$ cat config.mk
export PLATFORM = sky130hd
export DESIGN_NAME = canPhySupervisor
export DESIGN_NICKNAME = d
export VERILOG_FILES = /design/src/rtl/canSupPkg.sv /design/src/rtl/canSupSync.sv /design/src/rtl/canSupPath.sv /design/src/rtl/canSupCtrl.sv /design/src/rtl/canPhySupervisor.sv
export SDC_FILE = /design/constraint.sdc
export NUM_CORES = 1
export LEC_CHECK = 0
export ABC_AREA = 1
export BUFFER_PORTS_ARGS = -buffer_cell sky130_fd_sc_hd__buf_2
export CAP_MARGIN = 20
export CELL_PAD_IN_SITES_DETAIL_PLACEMENT = 1
export CELL_PAD_IN_SITES_GLOBAL_PLACEMENT = 1
export CORE_AREA = 2 2 66 68
export DETAILED_ROUTE_END_ITERATION = 12
export DIE_AREA = 0 0 68 70
export PLACE_DENSITY = 0.81
export SLEW_MARGIN = 15
export SYNTH_ARGS = -nofsm -noshare
export SYNTH_HDL_FRONTEND = slang
export SYNTH_SLANG_ARGS = --single-unit
$ cat constraint.sdc
create_clock -name clk -period 1.5 [get_ports clk]
set_input_delay 0.225 -clock clk [delete_from_list [all_inputs] [get_ports clk]]
set_output_delay 0.225 -clock clk [all_outputs]
set_load 0.005 [all_outputs]
$ cat src/rtl/canSupPkg.sv
package canSupPkg;
  typedef struct packed {
    logic clrTimer;   // restart timeout counter
    logic domSample;  // current sample is dominant for the active mode
    logic filtRun;    // wake filter may advance
  } supStrobe_t;
endpackage

$ cat src/rtl/canSupSync.sv
module canSupSync #(
  parameter int W = 4,
  parameter logic [W-1:0] INIT = '1
) (
  input  logic         clk,
  input  logic         rstN,
  input  logic [W-1:0] din,
  output logic [W-1:0] dout
);
  logic [W-1:0] stage1;
  for (genvar i = 0; i < W; i++) begin : g_bit
    always_ff @(posedge clk or negedge rstN) begin
      if (!rstN) begin
        stage1[i] <= INIT[i];
        dout[i]   <= INIT[i];
      end else begin
        stage1[i] <= din[i];
        dout[i]   <= stage1[i];
      end
    end
  end
endmodule

$ cat src/rtl/canSupPath.sv
module canSupPath
  import canSupPkg::*;
#(
  parameter int LIMIT = 50000,
  parameter int FILT  = 32
) (
  input  logic       clk,
  input  logic       rstN,
  input  supStrobe_t strb,
  output logic       expired,
  output logic       filtDone
);
  localparam int CW = $clog2(LIMIT + 1);
  localparam int FW = $clog2(FILT + 1);
  localparam logic [CW-1:0] LIM_V  = CW'(LIMIT);
  localparam logic [FW-1:0] FILT_V = FW'(FILT);

  logic [CW-1:0] cnt;
  logic [FW-1:0] wakeCnt;

  always_ff @(posedge clk or negedge rstN) begin
    if (!rstN) cnt <= '0;
    else if (strb.clrTimer || !strb.domSample) cnt <= '0;
    else if (cnt != LIM_V) cnt <= cnt + 1'b1;
  end

  always_ff @(posedge clk or negedge rstN) begin
    if (!rstN) wakeCnt <= '0;
    else if (!strb.filtRun) wakeCnt <= '0;
    else if (wakeCnt != FILT_V) wakeCnt <= wakeCnt + 1'b1;
  end

  assign expired  = (cnt == LIM_V);
  assign filtDone = (wakeCnt == FILT_V);

  AST_CNT_BOUND: assert property (@(posedge clk) disable iff (!rstN)
    cnt <= LIM_V);
  AST_CNT_RESTART: assert property (@(posedge clk) disable iff (!rstN)
    (!strb.domSample) |=> !expired);
endmodule

$ cat src/rtl/canSupCtrl.sv
module canSupCtrl
  import canSupPkg::*;
(
  input  logic       clk,
  input  logic       rstN,
  input  logic       sStby,
  input  logic       sTxd,
  input  logic       sHs,
  input  logic       sLp,
  input  logic       vddOk,
  input  logic       vioOk,
  input  logic       expired,
  input  logic       filtDone,
  output supStrobe_t strb,
  output logic       drvEn,
  output logic       rxd,
  output logic       splitEn,
  output logic       hsRxEn,
  output logic       lpRxEn
);
  logic stbyPrev, pwrSeen, txdStuck, busStuck;
  logic normal, modeChg;

  assign normal  = !sStby;
  assign modeChg = sStby ^ stbyPrev;

  always_comb begin
    strb.clrTimer  = modeChg;
    strb.domSample = normal ? !sTxd : !sLp;
    strb.filtRun   = !normal && !sLp && !modeChg;
  end

  always_ff @(posedge clk or negedge rstN) begin
    if (!rstN) begin
      stbyPrev <= 1'b1;
      pwrSeen  <= 1'b0;
      txdStuck <= 1'b0;
      busStuck <= 1'b0;
    end else begin
      stbyPrev <= sStby;
      if (vddOk && vioOk) pwrSeen <= 1'b1;
      // mode change has priority over a same-cycle expiry
      if (modeChg || sTxd) txdStuck <= 1'b0;
      else if (normal && expired) txdStuck <= 1'b1;
      if (modeChg || sLp) busStuck <= 1'b0;
      else if (!normal && expired) busStuck <= 1'b1;
    end
  end

  assign drvEn   = normal && pwrSeen && vddOk && !txdStuck;
  assign hsRxEn  = normal && vddOk;
  assign splitEn = normal && vddOk;
  assign lpRxEn  = !normal && pwrSeen;
  assign rxd     = normal ? (vddOk ? sHs : 1'b1)
                          : !(pwrSeen && filtDone && !busStuck && !sLp);

  AST_STBY_QUIET: assert property (@(posedge clk) disable iff (!rstN)
    sStby |-> (!drvEn && !hsRxEn && !splitEn));
  AST_SUPPLY_GATE: assert property (@(posedge clk) disable iff (!rstN)
    (drvEn || splitEn || hsRxEn) |-> vddOk);
  AST_TXD_RELEASE: assert property (@(posedge clk) disable iff (!rstN)
    (txdStuck && sTxd) |=> !txdStuck);
  AST_BUS_RECESSIVE: assert property (@(posedge clk) disable iff (!rstN)
    (sStby && sLp) |-> rxd);
  AST_MODE_CLEAR: assert property (@(posedge clk) disable iff (!rstN)
    modeChg |=> (!txdStuck && !busStuck));
endmodule

$ cat src/rtl/canPhySupervisor.sv
module canPhySupervisor
  import canSupPkg::*;
#(
  parameter int CLK_HZ      = 40_000_000,
  parameter int TIMEOUT_US  = 1250,
  parameter int FILT_CYCLES = 32
) (
  input  logic clk,
  input  logic rstN,
  input  logic stby,
  input  logic txd,
  input  logic hsRx,
  input  logic lpRx,
  input  logic vddOk,
  input  logic vioOk,
  output logic drvEn,
  output logic rxd,
  output logic splitEn,
  output logic hsRxEn,
  output logic lpRxEn
);
  localparam int LIMIT = (CLK_HZ / 1_000_000) * TIMEOUT_US;

  logic [3:0] syncOut;
  supStrobe_t strb;
  logic expired, filtDone;

  canSupSync #(.W(4), .INIT(4'b1111)) uSync (
    .clk(clk), .rstN(rstN),
    .din({stby, txd, hsRx, lpRx}), .dout(syncOut)
  );

  canSupCtrl uCtrl (
    .clk(clk), .rstN(rstN),
    .sStby(syncOut[3]), .sTxd(syncOut[2]), .sHs(syncOut[1]), .sLp(syncOut[0]),
    .vddOk(vddOk), .vioOk(vioOk), .expired(expired), .filtDone(filtDone),
    .strb(strb), .drvEn(drvEn), .rxd(rxd), .splitEn(splitEn),
    .hsRxEn(hsRxEn), .lpRxEn(lpRxEn)
  );

  canSupPath #(.LIMIT(LIMIT), .FILT(FILT_CYCLES)) uPath (
    .clk(clk), .rstN(rstN), .strb(strb),
    .expired(expired), .filtDone(filtDone)
  );
endmodule

# Yosys cells after proc, flatten, opt, wreduce, memory -nomap -nowiden
# Index checks and enable logic that the tools add are counted.
# classes
n_bitwise	1
eq_ne	5
add_sub_neg	2
muxes	11
reduce_logical	27
# op_table
cell	count
16-bit 2-to-1 mux	2
16-bit by 1-bit adder with 16-bit output, second input constant	1
16-bit == test, second input constant	1
16-bit != test, second input constant	1
1-bit logical AND	13
6-bit 2-to-1 mux	2
1-bit logical NOT	8
1-bit 2-to-1 mux	7
6-bit by 1-bit adder with 6-bit output, second input constant	1
6-bit == test, second input constant	1
6-bit != test, second input constant	1
2-bit nonzero test	3
1-bit logical OR	3
2-bit != test, second input constant	1
1-bit bitwise XOR	1
# totals
inputBits	8
elab_cells	60
reg_bits	34

# Depth between registers and ports, before layout
# Gate-level depths: netlist of run 1.
# depth
word_depth	6
ltp_mapped	7
mapped_depth_nobuf	7

# Cells and area by module
# From an unflattened synthesis of run 1, not the netlist that was laid out.
# hier_totals
cells_unflattened	241
hier_area_um2	1815.5
# by_module_without_submodules
module	cells_each	area_per_inst_um2	seq_area_each_um2	n_inst
canSupPath	198	1368.8	550.5	1
canSupCtrl	35	236.5	101.3	1
canSupSync	8	210.2	210.2	1

# Worst setup path after synthesis of run 1
# OpenSTA, ideal clock, no wires.
# synth_timing
kind	reg2reg
start	reg uPath.cnt[1]
end	reg uPath.cnt[10]
path_slack_ps	243
setup_ps	119
t_required_ps	1381
stages_incl_launch_ff	7
arrival_ps	1138
path_cell_list	dfrtp_1 ha_1 nand3_1 nor2_1 nand2_1 o21ai_2 nor2_1
# synth_via
elab_chain_len	3
elab_cells_between_ends	5
classes_between	1 x add/sub; 1 x eq/ne; 2 x mux; 1 x reduce/logical
# synth_rtl
item	line_no	source
start: declaration	canSupPath.sv:18	logic [CW-1:0] cnt;
start signal: assignment	canSupPath.sv:24	else if (cnt != LIM_V) cnt <= cnt + 1'b1;
16-bit by 1-bit adder with 16-bit output	canSupPath.sv:24	
16-bit 2-to-1 mux	canSupPath.sv:24	
16-bit 2-to-1 mux	canSupPath.sv:23	else if (strb.clrTimer || !strb.domSample) cnt <= '0;
# Several ways; a longest one is shown, not always the timed one. The select of a mux whose other input is x is not followed.
# A chain may end at the register's enable or synchronous reset.

# Worst setup path after layout of run 1
# layout_timing
start	reg uSync.dout[3]
end	out rxd
# layout_via
elab_chain_len	1
# layout_rtl
item	line_no	source
start: declaration	canSupSync.sv:8	output logic [W-1:0] dout
start signal: indexed assignment	canSupSync.sv:15	dout[i] <= INIT[i];
start signal: indexed assignment	canSupSync.sv:18	dout[i] <= stage1[i];
1-bit 2-to-1 mux	canSupCtrl.sv:54	assign rxd = normal ? (vddOk ? sHs : 1'b1)
end: declaration	canPhySupervisor.sv:17	output logic rxd,
# No other way between the ends.

==> impl_metrics.json, run 1 <==
{
  "clockBufferDepth": 2,
  "drtAntennaViolNets": 0,
  "via_per_inst": 5.12,
  "place_inst": 275,
  "final_util_pct": 51.2,
  "insertedDiodeCount": 0,
  "firstDrtPassIters": 4,
  "max_slew.worst_pin.slew_ps": 468,
  "clock_latency_ps": 280,
  "powerDensity_nw_per_um2": 843,
  "max_freq_mhz": 663,
  "cp_max_fo": 3,
  "area_growth_pct": 24.0,
  "die_w_microns": 68,
  "dieArea_sq_um": 4760,
  "netlist_instances": 211,
  "critPathCapture": "rxd",
  "p_sw_share_pct": 23.9,
  "vdd_drop_max_v": 0.000623,
  "synth_top_area_share_pct": 36.5,
  "cts-root-buf": "clkbuf_8",
  "dpl_worst_slack_ps": 63.3,
  "synth_compound_gate_area_share_pct": 8.11,
  "whs_ps": 38.3,
  "drive_gt1_share_pct": 27.6,
  "grt_pass1_vias": 1551,
  "syn_area_sq_um": 1710,
  "h-tree-depth": 2,
  "antenna_found_initial": 0,
  "ys_types": 25,
  "grt_usage_pct": 19.2,
  "setup_ws_ps": -8.46,
  "wl_per_cell_microns": 14.3,
  "pwr-share-seq_pct": 53.4,
  "clk_pin_slew_ps": 70,
  "synth_ff_type": "dfrtp_1",
  "worst_setup_path_start_kind": "register",
  "drc": 0,
  "layout_worst_path_cycle_share_pct": 101,
  "async_reset_ff_share_pct": 100,
  "cts_sinks": 34,
  "internal-power_mw": 1.36,
  "core_sq_um": 4140,
  "status": "complete, but fails checks",
  "p_clk_share_pct": 39.6,
  "fin_worst_skew_ps": 6.21,
  "end_kind": "primary output",
  "overflow": 0,
  "synth_simple_gate_area_share_pct": 30.3,
  "yosys-mux-area-fraction_pct": 0,
  "power_switching_mw": 0.428,
  "worst-endpoint-arrival_ps": 1280,
  "rsz0062_at_grt": "yes",
  "synth-adder-area-share_pct": 2.92,
  "grt_pass1_wl_mm": 6.91,
  "r2r_slack_ps": 60,
  "comb_power_share_pct": 7.1,
  "r2r-start": "uPath.wakeCnt[1]",
  "slew_violations": 0,
  "syn-num-nets": 223,
  "required_ps": 1270,
  "yosys-top-cells-count": "nand2_1, nor2_1, inv_1",
  "placed_area_sq_um": 1830,
  "synth_most_common_cell": "nand2_1",
  "max_slew_margin_pct": 68.7,
  "grt_max_degree": 35,
  "ys_ff_latch": 34,
  "crit_start": "uSync.dout[3]",
  "start_util_pct": 41.3,
  "gp_congestion": 0.805,
  "synth_top_family_by_area": "simple AND/OR/NAND/NOR gates",
  "synth_top_area_cell": "dfrtp_1",
  "max_cap_viol_count": 0,
  "worstRegToRegCells": 6,
  "die_y_microns": 70,
  "postSynthAreaPerCell_sq_um": 8.11,
  "synth_area_leaders": "dfrtp_1, dfstp_2, nand2_1",
  "violations": "negative setup slack",
  "drtIter0Drc": 38,
  "numCtsBuffers": 5,
  "port-buffer-count": 12,
  "design_area_sq_um": 2120,
  "setup_viol": 1,
  "yosysWarnings": 0,
  "leakagePower_nw": 0.940,
  "rows": 24,
  "synth_xor_area_share_pct": 1.02,
  "synth_edf_count": 0,
  "r2r-end": "uPath.wakeCnt[2]",
  "fin_crit_ps": 1510,
  "hold_viol": 0,
  "nNetsFinal": 257,
  "ys_seq_area_share_pct": 50.4,
  "cts_tree": "yes",
  "vias": 1526,
  "critPathKind": "reg -> out",
  "hpwlAfterDp_mm": 2.71,
  "hold_path_class": "in -> reg",
  "pin_count": 13,
  "fin_cells": 298,
  "wl_mm": 4.25
}
## layout by cell type (no fill, tap or decap), types with 2 or more instances in the layout
| master | count |
|---|---|
| a21oi_1 | 9 |
| a31oi_1 | 2 |
| buf_2 | 12 |
| buf_4 | 14 |
| clkbuf_8 | 6 |
| dfrtp_1 | 25 |
| dfstp_2 | 9 |
| ha_1 | 3 |
| inv_1 | 22 |
| inv_2 | 4 |
| nand2_1 | 37 |
| nand2_2 | 3 |
| nand2_4 | 3 |
| nand3_1 | 19 |
| nand4_1 | 10 |
| nor2_1 | 32 |
| nor2_2 | 4 |
| nor2_4 | 3 |
| nor3_1 | 2 |
| o21ai_0 | 11 |
| xor2_1 | 2 |
## through the flow
| stage | power, mW | setup TNS [ps] |
|---|---|---|
| 6_report | 1.79 | -8.46 |
| 5_1_grt | 1.87 | -91.9 |
| 4_1_cts | 1.79 | -46.0 |
| 3_5_place_dp | 1.07 | 0 |
| 3_3_place_gp | 1.06 | 0 |
| 2_1_floorplan | 1.02 | 0 |
## final cells by class
cell class / count / area, sq um
inverter: 27 / 104
timing repair buffer: 28 / 186
tap: 52 / 65.1
clock inverter: 2 / 12.5
clock buffer: 6 / 82.6
sequential: 34 / 862
multi-input combinational: 149 / 811
fill: 503 / 2020
## kinds of logic (layout without fill, tap and decap cells)
kind of cell / count (synthesis) / in the layout
buffers and inverters: 29 / 63
XOR/XNOR: 2 / 2
AO/OA/AOI/OAI: 26 / 26
adder cells (fa/ha/maj): 4 / 4
AND/OR/NAND/NOR: 116 / 117
flip-flops: 34 / 34
## per-layer routing
metal | track usage (%) | part of all wire (%)
met1 | 24.8 | 46
met2 | 31.9 | 50
met5 | 0 | 0
met3 | 3.86 | 2.5
met4 | 6.00 | 1.1
## critical path: stages, from the launching register on
cell     delay [ps]
dfstp_2         540
buf_6           110
nand2_4          50
nor3_4          110
a21oi_2          60
buf_2           120
## worst min-delay path by stage
stage,end,cells past startpoint,startpoint
after floorplan,uCtrl.busStuck,0,rstN
after global placement,uPath.cnt[15],2,rstN
after detailed placement,uPath.cnt[13],2,rstN
after CTS,uSync.stage1[0],1,lpRx
after global routing,uSync.stage1[1],1,hsRx
final,uSync.stage1[0],1,lpRx
## state kept, by name, indices dropped and copies added, names as in the netlist
signal	flops
uPath.cnt	16
uPath.wakeCnt	6
uSync.dout	4
uSync.stage1	4
uCtrl.busStuck	1
uCtrl.pwrSeen	1
uCtrl.stbyPrev	1
uCtrl.txdStuck	1
## timing repair
action	CTS	global route
pin swaps	3	8
setup buffers	8	5
endpoints found under the setup margin	3	12
gates resized for setup	7	16
hold endpoints to repair	25	0
hold buffers	1	0
gates cloned	0	1
## power groups by stage
| stage | clock [mW] | sequential (mW) | combinational, mW |
|---|---|---|---|
| final | 0.708 | 0.956 | 0.127 |
| after global routing | 0.772 | 0.957 | 0.143 |
| after CTS | 0.728 | 0.955 | 0.110 |
| after detailed placement | 0 | 0.971 | 0.0967 |
| after global placement | 0 | 0.969 | 0.0938 |
| after floorplan | 0 | 0.969 | 0.0535 |
Note: power is estimated with default switching activity, not from simulation.
==> run 2: changes to the inputs <==
ABC_AREA = unset   (was 1)
CORE_AREA = 2 2 62 64   (was 2 2 66 68)
DIE_AREA = 0 0 64 66   (was 0 0 68 70)
==> impl_metrics.json, run 2 <==
{
  "ys_ff_latch": 34,
  "worst_setup_path_start_kind": "register",
  "netlist_instances": 145,
  "worstRegToRegCells": 5,
  "pin_count": 13,
  "numCtsBuffers": 5,
  "insertedDiodeCount": 0,
  "vdd_drop_max_v": 0.00112,
  "max_cap_viol_count": 0,
  "critPathKind": "reg -> out",
  "fill_cells": 359,
  "hpwlAfterDp_mm": 2.59,
  "rows": 22,
  "synth_top_area_cell": "dfrtp_1",
  "synth_area_leaders": "dfrtp_1, dfstp_2, xnor2_1",
  "hold_path_class": "in -> reg",
  "area_growth_pct": 45.8,
  "layout_worst_path_cycle_share_pct": 118,
  "layout_commonest_cell": "buf_4",
  "ys_types": 37,
  "start_util_pct": 44.7,
  "yosys-top-cells-count": "dfrtp_1, nor2_1, xnor2_1",
  "cp_max_fo": 2,
  "wl_mm": 5.15,
  "syn-num-nets": 157,
  "fin_crit_ps": 1770,
  "gp_congestion": 0.798,
  "leakagePower_nw": 0.994,
  "vias": 1340,
  "status": "complete, but fails checks",
  "via_per_inst": 5.38,
  "slew_violations": 0,
  "grt_max_degree": 19,
  "clock_latency_ps": 350,
  "synth_most_common_cell": "dfrtp_1",
  "synth_top_area_share_pct": 39.4,
  "clk_pin_slew_ps": 110,
  "rsz0062_at_grt": "yes",
  "overflow": 0,
  "die_y_microns": 66,
  "end_kind": "primary output",
  "setup_tns_ps": -911,
  "largest_register_ffs": 16,
  "drive_gt1_share_pct": 47.3,
  "die_w_microns": 64,
  "cts-root-buf": "clkbuf_4",
  "h-tree-depth": 2,
  "placed_area_sq_um": 1810,
  "hold_viol": 0,
  "setup_ws_ps": -270,
  "max_slew_margin_pct": 66.9,
  "port-buffer-count": 12,
  "wl_per_cell_microns": 20.7,
  "required_ps": 1270,
  "grt_pass1_wl_mm": 6.93,
  "setup_viol": 9,
  "yosysWarnings": 0,
  "grt_usage_pct": 22.6,
  "ys_seq_area_share_pct": 54.3,
  "clockBufferDepth": 2,
  "max_freq_mhz": 565,
  "drtAntennaViolNets": 0,
  "violations": "negative setup slack",
  "firstDrtPassIters": 4,
  "worst-endpoint-arrival_ps": 1550,
  "cts_sinks": 34,
  "grt_pass1_vias": 1456,
  "top_register": "uPath.cnt",
  "r2r_slack_ps": -140,
  "synth_edf_count": 0,
  "top_regs": "uPath.cnt x16, uPath.wakeCnt x6",
  "postSynthAreaPerCell_sq_um": 11.0,
  "design_area_sq_um": 2320,
  "syn_area_sq_um": 1590,
  "min_path_cells": 2,
  "drtIter0Drc": 48,
  "async_reset_ff_share_pct": 100,
  "drc": 0,
  "cts_tree": "yes",
  "core_sq_um": 3550,
  "final_cell_mix": "buf_4, dfrtp_1, nor2_1, buf_2, xnor2_1",
  "fin_worst_skew_ps": 9.74,
  "nNetsFinal": 212,
  "max_slew.worst_pin.slew_ps": 489,
  "powerDensity_nw_per_um2": 882,
  "antenna_found_initial": 0,
  "synth_ff_type": "dfrtp_1",
  "dieArea_sq_um": 4220
}
## run 2: cell types whose count changed in the layout (fill, tap and decap cells not counted), moves of 4 or more
cell and delta:
nand2_1 -33, inv_1 -15, nor2_1 -14, buf_4 +13, nand3_1 -11, xnor2_1 +10, a21oi_1 -9, o21ai_0 -9
nand4_1 -6, buf_6 +5, clkbuf_4 +5, clkbuf_8 -5, dlygate4sd3_1 +4
## run 2: metal layers
metal | part of all wire [%] | GRT usage (%)
met5 | 0 | 0
met4 | 3.0 | 16.0
met3 | 2.8 | 4.60
met2 | 52 | 41.5
met1 | 42 | 22.7
## run 2: cell families (layout without fill, tap and decap cells)
| group | count (synthesis) | in the layout | share of synthesized area, % |
|---|---|---|---|
| muxes | 1 | 1 | 0.630 |
| DFF | 34 | 34 | 54.3 |
| AOI/OAI and AO/OA | 11 | 11 | 5.12 |
| and+or+nand+nor | 64 | 64 | 23.0 |
| adders and majority gates | 4 | 4 | 3.15 |
| xor gates and xnor gates | 17 | 17 | 9.37 |
| buffers and inverters | 14 | 70 | 4.49 |
## run 2: worst max-delay path, cell delays in order, from the launching register on
cell     delay (ps)
dfrtp_1         420
inv_2            90
ha_4            130
nand2_2          50
nor4_2          150
buf_4           160
a22oi_1          60
buf_2           150
## run 2: power by group
part / internal, mW / total [mW] / switching, mW
Sequential: 0.944 / 0.961 / 0.0172
Combinational: 0.0956 / 0.182 / 0.0869
Clock: 0.564 / 0.900 / 0.336
## run 2: layout make-up
type	count	area, sq um	share of cell area [%]
inverter	11	41.3	1.78
clock inverter	2	60.1	2.59
sequential	34	865	37.3
multi-input combinational	97	825	35.6
timing repair buffer	51	415	17.9
clock buffer	6	51.3	2.21
tap	48	60.1	2.59
## run 2: metrics by stage
step	hold slack (ps)	power [mW]	utilization [%]	worst slack (ps)	cells
2_1_floorplan	-70.6	1.02	-	55.7	145
3_3_place_gp	163	1.07	51.0	65.8	218
3_5_place_dp	171	1.08	51.0	-29.1	218
4_1_cts	72.5	2.00	58.0	-241	239
5_1_grt	87.7	2.09	65.3	-382	249
6_report	94.0	2.04	65.3	-270	249
## run 2: what timing repair did
action / 4_1_cts / 5_1_grt
pin swaps: 3 / 13
hold buffers: 5 / 0
setup buffers: 8 / 11
gates resized for setup: 4 / 38
endpoints found under the hold margin: 15 / 0
endpoints found under the setup margin: 6 / 20
## run 2: worst paths after layout
kind / from / endpoint
worst max-delay path: uPath.wakeCnt[0] / rxd
worst min-delay path: vioOk / uCtrl.pwrSeen
worst max register to register: uPath.cnt[4] / uPath.cnt[2]
worst min register to register: uSync.stage1[2] / uSync.dout[2]
max in group asynchronous: rstN / uSync.dout[3]
min in group asynchronous: rstN / uPath.cnt[1]
==> run 3: changes to the inputs <==
ABC_AREA = 1   (was unset)
CORE_AREA = 2 2 66 68   (was 2 2 62 64)
DIE_AREA = 0 0 68 70   (was 0 0 64 66)
clock period = 2 ns   (was 1.5 ns; I/O delays follow)
==> impl_metrics.json, run 3 (same netlist as run 1, synthesis figures left out) <==
{
  "pin_count": 13,
  "start_util_pct": 41.3,
  "post-cts-setup-buffer-count": 0,
  "nNetsFinal": 240,
  "worstRegToRegCells": 6,
  "h-tree-depth": 2,
  "r2r_slack_ps": 560,
  "fin_cells": 281,
  "r2r-start": "uPath.cnt[1]",
  "vdd_drop_max_v": 0.000452,
  "grt_pass1_vias": 1448,
  "powerDensity_nw_per_um2": 715,
  "leakagePower_nw": 0.846,
  "cts-root-buf": "clkbuf_8",
  "clk_pin_slew_ps": 80,
  "dieArea_sq_um": 4760,
  "antenna_found_initial": 0,
  "layout_commonest_cell": "nand2_1",
  "hold_viol": 0,
  "final_cell_mix": "nand2_1, nor2_1, inv_1, dfrtp_1, nand3_1",
  "worst_setup_path_start_kind": "register",
  "grt_max_degree": 35,
  "place_inst": 273,
  "clock_latency_ps": 290,
  "gp_congestion": 0.776,
  "setup_tns_ps": 0,
  "design_area_sq_um": 1920,
  "drtAntennaViolNets": 0,
  "die_w_microns": 68,
  "wl_per_cell_microns": 13.4,
  "top_regs": "uPath.cnt x16, uPath.wakeCnt x6",
  "end_kind": "primary output",
  "cts_sinks": 34,
  "fin_worst_skew_ps": 6.39,
  "placed_area_sq_um": 1810,
  "hold_path_class": "in -> async",
  "drive_gt1_share_pct": 16.6,
  "overflow": 0,
  "numCtsBuffers": 5,
  "die_y_microns": 70,
  "cp_max_fo": 4,
  "grt_pass1_wl_mm": 6.64,
  "status": "completed",
  "rows": 24,
  "area_growth_pct": 12.4,
  "max_cap_viol_count": 0,
  "max_freq_mhz": 589,
  "cts_resized": 0,
  "clockBufferDepth": 2,
  "layout_worst_path_cycle_share_pct": 84.8,
  "slew_violations": 0,
  "core_sq_um": 4140,
  "hpwlAfterDp_mm": 2.81,
  "vias": 1452,
  "top_register": "uPath.cnt",
  "port-buffer-count": 12,
  "rsz0062_at_grt": "no",
  "drc": 0,
  "cts_hold_buf": 0,
  "drtIter0Drc": 67,
  "wl_mm": 3.76,
  "cts_tree": "yes",
  "grt_usage_pct": 18.5,
  "fin_crit_ps": 1700,
  "critPathKind": "reg -> out",
  "firstDrtPassIters": 4,
  "max_slew_margin_pct": 49.4,
  "setup_viol": 0,
  "insertedDiodeCount": 0,
  "worst-endpoint-arrival_ps": 1400,
  "r2r-end": "uPath.cnt[14]",
  "via_per_inst": 5.17,
  "largest_register_ffs": 16,
  "max_slew.worst_pin.slew_ps": 760,
  "required_ps": 1700
}
[run 3: worst max-delay path, stage by stage (launching register included)]
cell and delay, ps:
dfrtp_1 370, inv_1 70, ha_1 190, nand4_1 150, inv_1 80, a21oi_1 120
buf_2 120
[run 3: final cells by class]
cell class | count | area, sq um
tap | 52 | 65.1
timing repair buffer | 12 | 60.1
clock buffer | 6 | 93.8
inverter | 27 | 101
clock inverter | 2 | 15.0
multi-input combinational | 148 | 726
sequential | 34 | 862
fill | 530 | 2220
[run 3: worst max-delay path by stage]
stage,start,to,slack (ps),cells past startpoint
3_5_place_dp,uPath.cnt[1],uPath.cnt[10],550,6
2_1_floorplan,uPath.cnt[1],uPath.cnt[10],740,6
4_1_cts,uPath.wakeCnt[1],rxd,290,6
6_report,uPath.wakeCnt[0],rxd,300,6
5_1_grt,uPath.wakeCnt[1],rxd,160,6
3_3_place_gp,uPath.cnt[1],uPath.cnt[10],630,6
[run 3: stage by stage]
step | total power [mW] | utilization (%) | hold slack [ps] | setup WS, ps
global placement | 0.794 | 43.8 | 346 | 634
finish | 1.38 | 46.4 | 68.8 | 303
floorplan | 0.767 | - | 4.41 | 743
global route | 1.43 | 46.4 | 86.4 | 163
detailed placement | 0.798 | 43.8 | 347 | 552
CTS | 1.38 | 46.4 | 97.6 | 291
[run 3: layer usage]
layer  share of wire, %  global-route usage (%)  vias up
li1                   -                       -      718
met1                 47                    24.9      717
met2                 49                    28.9       12
met3                2.7                    4.83        5
met4                1.2                    5.33        0
met5                  0                       0        -
[run 3: power breakdown]
group	internal (mW)	switching, mW
registers	0.707	0.00889
logic	0.0216	0.0444
clock network	0.320	0.273
total	1.05	0.326
